**src/rtl/quorum_tick_pkg.sv**
```systemverilog
package quorum_tick_pkg;
   // quorum sizes derived from the fault budget
   function automatic int catchup_quorum(input int faults);
      return faults + 1;
   endfunction

   function automatic int advance_quorum(input int faults);
      return 2 * faults + 1;
   endfunction

   function automatic int peer_count(input int faults);
      return 3 * faults;
   endfunction

   // which structure a quorum detector is built from
   typedef enum logic [1:0] {
      QV_ANY   = 2'd0,
      QV_ALL   = 2'd1,
      QV_COUNT = 2'd2
   } quorum_variant_e;

   function automatic quorum_variant_e pick_variant(input int width, input int thresh);
      if (thresh == 1)          return QV_ANY;
      else if (thresh == width) return QV_ALL;
      else                      return QV_COUNT;
   endfunction
endpackage

```
**src/rtl/flag_quorum.sv**
```systemverilog
module flag_quorum
   import quorum_tick_pkg::*;
#(
   parameter int WIDTH  = 3,
   parameter int THRESH = 2
) (
   input  logic [WIDTH-1:0] flags_i,
   output logic             hit_o
);
   localparam quorum_variant_e VARIANT = pick_variant(WIDTH, THRESH);
   localparam int CW = $clog2(WIDTH + 1);

   if (THRESH < 1 || THRESH > WIDTH) begin : g_bad_thresh
      $error("flag_quorum: THRESH must lie in 1..WIDTH");
   end

   if (VARIANT == QV_ANY) begin : g_any
      assign hit_o = |flags_i;
   end else if (VARIANT == QV_ALL) begin : g_all
      assign hit_o = &flags_i;
   end else begin : g_count
      logic [CW-1:0] partial [WIDTH+1];
      assign partial[0] = '0;
      for (genvar i = 0; i < WIDTH; i++) begin : g_add
         assign partial[i+1] = partial[i] + CW'(flags_i[i]);
      end
      assign hit_o = (partial[WIDTH] >= CW'(THRESH));

      always_comb begin
         p_count_range_r4: assert (partial[WIDTH] <= CW'(WIDTH));
      end
   end
endmodule

```
**src/rtl/boot_burst.sv**
```systemverilog
module boot_burst #(
   parameter int BURST = 5
) (
   input  logic clk_i,
   input  logic rst_ni,
   output logic active_o
);
   localparam int BW = $clog2(BURST + 1);

   if (BURST < 1) begin : g_bad_burst
      $error("boot_burst: BURST must be at least 1");
   end

   logic [BW-1:0] left_q;

   always_ff @(posedge clk_i or negedge rst_ni) begin
      if (!rst_ni)            left_q <= BW'(BURST);
      else if (left_q != '0)  left_q <= left_q - BW'(1);
   end

   assign active_o = (left_q != '0);

   p_burst_drains_r2: assert property (@(posedge clk_i) disable iff (!rst_ni)
      !active_o |=> !active_o);
endmodule

```
**src/rtl/tick_stage.sv**
```systemverilog
module tick_stage #(
   parameter int CNT_W = 8
) (
   input  logic             clk_i,
   input  logic             rst_ni,
   input  logic             fire_i,
   output logic             tick_o,
   output logic [CNT_W-1:0] clock_o
);
   logic             tick_q;
   logic [CNT_W-1:0] count_q;

   always_ff @(posedge clk_i or negedge rst_ni) begin
      if (!rst_ni) begin
         tick_q  <= 1'b0;
         count_q <= '0;
      end else begin
         tick_q <= fire_i;
         if (fire_i) count_q <= count_q + CNT_W'(1);
      end
   end

   assign tick_o  = tick_q;
   assign clock_o = count_q;

   p_step_r9: assert property (@(posedge clk_i) disable iff (!rst_ni)
      tick_o |-> (clock_o == CNT_W'($past(clock_o) + 1'b1)));
   p_hold_r9: assert property (@(posedge clk_i) disable iff (!rst_ni)
      !tick_o |-> $stable(clock_o));
endmodule

```
**src/rtl/quorum_tick_gen.sv**
```systemverilog
module quorum_tick_gen
   import quorum_tick_pkg::*;
#(
   parameter int FAULTS = 1,
   parameter int PIPE_X = 4,
   parameter int CNT_W  = 8
) (
   input  logic                    clk_i,
   input  logic                    rst_ni,
   input  logic [3*FAULTS-1:0]     ahead_flags_i,
   input  logic [3*FAULTS-1:0]     reach_flags_i,
   output logic                    tick_o,
   output logic [CNT_W-1:0]        clock_o
);
   localparam int PEERS   = peer_count(FAULTS);
   localparam int Q_CATCH = catchup_quorum(FAULTS);
   localparam int Q_ADV   = advance_quorum(FAULTS);
   localparam int BURST   = PIPE_X + 1;

   if (FAULTS < 1) begin : g_bad_faults
      $error("quorum_tick_gen: FAULTS must be at least 1");
   end
   if (PIPE_X < 0) begin : g_bad_pipe
      $error("quorum_tick_gen: PIPE_X must not be negative");
   end
   if (CNT_W < 2 || (64'd1 << CNT_W) <= 64'(BURST)) begin : g_bad_width
      $error("quorum_tick_gen: CNT_W too narrow for the start-up burst");
   end

   logic ahead_hit, reach_hit, boot_active, fire;

   flag_quorum #(.WIDTH(PEERS), .THRESH(Q_CATCH)) u_catch (
      .flags_i (ahead_flags_i),
      .hit_o   (ahead_hit)
   );

   flag_quorum #(.WIDTH(PEERS), .THRESH(Q_ADV)) u_adv (
      .flags_i (reach_flags_i),
      .hit_o   (reach_hit)
   );

   boot_burst #(.BURST(BURST)) u_boot (
      .clk_i    (clk_i),
      .rst_ni   (rst_ni),
      .active_o (boot_active)
   );

   // burst has priority; the quorum rules are gated off until it drains
   assign fire = boot_active | (ahead_hit | reach_hit);

   tick_stage #(.CNT_W(CNT_W)) u_tick (
      .clk_i   (clk_i),
      .rst_ni  (rst_ni),
      .fire_i  (fire),
      .tick_o  (tick_o),
      .clock_o (clock_o)
   );

   p_boot_ticks_r2: assert property (@(posedge clk_i) disable iff (!rst_ni)
      boot_active |=> tick_o);
   p_catchup_r4: assert property (@(posedge clk_i) disable iff (!rst_ni)
      (!boot_active && ahead_hit) |=> tick_o);
   p_advance_r6: assert property (@(posedge clk_i) disable iff (!rst_ni)
      (!boot_active && reach_hit) |=> tick_o);
   p_quiet_r5: assert property (@(posedge clk_i) disable iff (!rst_ni)
      (!boot_active && !ahead_hit && !reach_hit) |=> !tick_o);
   p_reset_r1: assert property (@(posedge clk_i)
      !rst_ni |-> (!tick_o && clock_o == '0));
endmodule

```
**config.mk**
```make
export PLATFORM = sky130hd
export DESIGN_NAME = quorum_tick_gen
export DESIGN_NICKNAME = d
export VERILOG_FILES = /design/src/rtl/quorum_tick_pkg.sv /design/src/rtl/flag_quorum.sv /design/src/rtl/boot_burst.sv /design/src/rtl/tick_stage.sv /design/src/rtl/quorum_tick_gen.sv
export SDC_FILE = /design/constraint.sdc
export NUM_CORES = 1
export LEC_CHECK = 0
export BUFFER_PORTS_ARGS = -buffer_cell sky130_fd_sc_hd__buf_2
export CAP_MARGIN = 20
export CORE_MARGIN = 4
export CORE_UTILIZATION = 40
export CTS_CLUSTER_SIZE = 16
export DETAILED_ROUTE_END_ITERATION = 6
export GPL_TIMING_DRIVEN = 1
export PLACE_DENSITY = 0.63
export SETUP_SLACK_MARGIN = 0.3
export SLEW_MARGIN = 20
export SYNTH_ARGS = -nofsm -noshare
export SYNTH_HDL_FRONTEND = slang
export SYNTH_SLANG_ARGS = --single-unit
```
**constraint.sdc**
```tcl
create_clock -name clk_i -period 3.2 [get_ports clk_i]
set_clock_uncertainty 0.1 [all_clocks]
set_input_delay 0.16 -clock clk_i [delete_from_list [all_inputs] [get_ports clk_i]]
set_output_delay 0.16 -clock clk_i [all_outputs]
set_load 0.01 [all_outputs]
```
==> results by group <==
Drt
  – Vias/cell: 4.949
  – Vias post-DR: 391
  – Detailed Routing Iterations Pass 1: 2
  – DRC: 0
  – Iteration-0 DRC Markers: 1
  – Routed wire per std cell: 11.48 um
  – Final wirelength: 907 um
  – Antenna viol nets, final: 0

Logic synthesis
  – Sequential fraction of the synthesis area: 0.5330
  – Area fraction of the dominant cell type after synthesis: 0.4405
  – Syn Area/Cell: 12.91 sq um
  – Post-synth EDFFs: 0
  – Top cells by count, synth: 10 x dfrtp_1, 6 x xnor2_1, 4 x ha_1
  – Number of synthesis warnings: 0
  – Seq cells post-synth: 12
  – Ys async rst share: 1.000
  – Top post-synthesis cells by area: dfrtp_1 44%, dfstp_2 9.3%, xnor2_1 9.3%
  – Post-synthesis cell count: 44
  – Distinct cell type count after synthesis: 18
  – Post-Syn Area: 568.0 sq um
  – Cell with the most instances after synthesis: dfrtp_1
  – Syn Nets: 56
  – Synth area leader: dfrtp_1
  – Ys flop type: dfrtp_1

Floorplanning
  – Core Region: 0.001318 sq mm
  – Cell Rows: 13
  – Die Y: 45.69 um
  – Die Width: 45.69 um
  – I/O pin cnt: 17
  – Starting Density: 0.4311
  – Die ar.: 0.002087 sq mm

Setup path
  – Type of the worst setup path: reg -> reg
  – Crit path max fanout: 9
  – Crit path capture type: register
  – R2r worst-path depth: 6
  – R2R Path Start: u_boot.left_q[0]$_DFFE_PN1P_
  – RR Endpoint: u_tick.clock_o[6]$_DFFE_PN0P_
  – Critical path origin: u_boot.left_q[0]$_DFFE_PN1P_
  – Critical Path End: u_tick.clock_o[6]$_DFFE_PN0P_
  – WP data required: 3270 ps
  – Reg2reg setup slack: 1410 ps
  – Crit path DAT: 1850 ps
  – Critical path startpoint category: register

CTS
  – Worst-Skew Late Latency: 270 ps
  – CTS Buffer Depth: 2
  – Clk slew on worst S/H paths: 80 ps
  – Post-CTS Resized: 0
  – CTS Buf Count: 3
  – Post-CTS Hold Buffers: 1
  – Post-CTS setup buffers: 0
  – Clock root buffer: clkbuf_4
  – TritonCTS Sinks: 12
  – CTS H-tree lvls: 1
  – TritonCTS clock tree: done

Global route
  – Total Routing Usage GR: 0.1031
  – First-pass GRT wire length: 1.524 mm
  – Largest net degree at the start of global routing: 13
  – Vias in the first global route: 340
  – Initial antenna violation count: 0
  – Global route overflow: 0

Place
  – Port Buffers: 16
  – Final HPWL DP: 710.1 um
  – GPL Wtd Cong: 0.6773
  – Dpl cells: 74

Layout
  – ANT cells: 0
  – Final nets: 77
  – Layout filler cell count: 116
  – Layout area overhead: 23.57%
  – Final Non-Filler Cells: 79
  – Layout cell share with drive strength beyond 1: 0.3906

STA
  – RSZ-0062 raised after global routing: no
  – Worst-Margin Slew: 311.9 ps
  – Setup-failing EPs final: 0
  – Final Hold Fails: 0
  – Final min period: 1785 ps
  – Period Utilization, post-route: 0.5579
  – Setup TNS: 0 ps
  – Slew Viols, Final: 0
  – Fmax: 0.5601 GHz
  – Relative slew slack: 0.7921

Power and ir drop
  – Pwr/cell area: 746.6 mW/mm^2
  – Peak supply drop: 401.0 uV
  – Static Leak: 0.3585 nW

Run status
  – Status: complete, no violations

Run
  – Max cap viols: 0

Min path
  – Worst Hold Class: in -> async
[report_power, final]
group | internal, W | total, W | switching, W | leakage, nW
Combinational | 0.0000837 | 0.000153 | 0.0000690 | 0.191
Sequential | 0.000196 | 0.000249 | 0.0000535 | 0.146
Clock | 0.0000692 | 0.000122 | 0.0000528 | 0.0210
[worst min-delay path by stage]
| stage | endpoint | slack, ps | cells after the start |
|---|---|---|---|
| floorplan | u_boot.left_q[1]$_DFFE_PN0P_ | -240 | 0 |
| global placement | u_tick.clock_o[7]$_DFFE_PN0P_ | -50 | 1 |
| detailed placement | u_tick.clock_o[0]$_DFFE_PN0P_ | -50 | 1 |
| CTS | u_tick.clock_o[7]$_DFFE_PN0P_ | 190 | 2 |
| global route | u_tick.clock_o[7]$_DFFE_PN0P_ | 200 | 2 |
| finish | u_boot.left_q[1]$_DFFE_PN0P_ | 170 | 2 |
[flip-flops by register name (all words and copies together) (netlist names)]
name	cells
u_boot.left_q	3
u_tick.tick_o	1
u_tick.clock_o	8
[routing by layer]
layer	up-vias	global-route usage	share of wire
met5	-	0	0
met4	0	0.01754	0
met3	0	0.05929	0.084
met2	11	0.1421	0.44
met1	187	0.1411	0.47
li1	193	-	-
[logic make-up (layout without fill, tap and decap cells)]
kind of cell | Yosys count | after routing | synth area share
and+or+nand+nor | 13 | 13 | 0.1476
DFF | 12 | 12 | 0.5330
xor gates and xnor gates | 8 | 8 | 0.1234
adders and majority gates | 4 | 4 | 0.08811
buffers and inverters | 3 | 23 | 0.03304
AOI/OAI and AO/OA | 2 | 2 | 0.02862
muxes | 2 | 2 | 0.04625
[worst max-delay path, cell delays in order (launching register included)]
cell	delay [ps]
dfstp_2	360
inv_1	100
ha_1	230
nand2b_4	80
a2111o_1	440
and3_1	240
xor2_1	130
[area by class of cell]
cell class | count | area, sq um | area share
clock buffer | 4 | 36.28 | 0.05169
inverter | 2 | 7.507 | 0.01070
multi-input combinational | 29 | 246.5 | 0.3512
sequential | 12 | 302.8 | 0.4314
tap | 15 | 18.77 | 0.02674
timing repair buffer | 17 | 90.09 | 0.1283
[metrics by stage]
| stage | power (W) | util | worst slack (ps) | instance area (sq um) | hold slack (ps) |
|---|---|---|---|---|---|
| 5_1_grt | 0.0005628 | 0.5328 | 1313 | 701.9 | 204.2 |
| 4_1_cts | 0.0005297 | 0.5328 | 1419 | 701.9 | 188.6 |
| 6_report | 0.0005241 | 0.5328 | 1415 | 701.9 | 174.1 |
| 3_5_place_dp | 0.0004061 | 0.4976 | 1429 | 655.6 | -47.84 |
| 2_1_floorplan | 0.0003405 | - | 1544 | 568.0 | -235.6 |
| 3_3_place_gp | 0.0004037 | 0.4976 | 1472 | 655.6 | -45.72 |
[layout by cell type (no fill, tap or decap), drive strengths merged]
master | synthesis | final
and4 | 2 | 2
nand3 | 2 | 2
dfrtp | 10 | 10
a21oi | 1 | 1
ha | 4 | 4
nand2 | 1 | 1
mux2 | 2 | 2
inv | 2 | 2
nand2b | 1 | 1
a2111o | 1 | 1
and3 | 3 | 3
nor2 | 2 | 2
xnor2 | 6 | 6
buf | 1 | 16
dlygate4sd3 | 0 | 1
clkbuf | 0 | 4
nand4 | 2 | 2
xor2 | 2 | 2
dfstp | 2 | 2
Note: power is estimated with default switching activity, not from simulation.
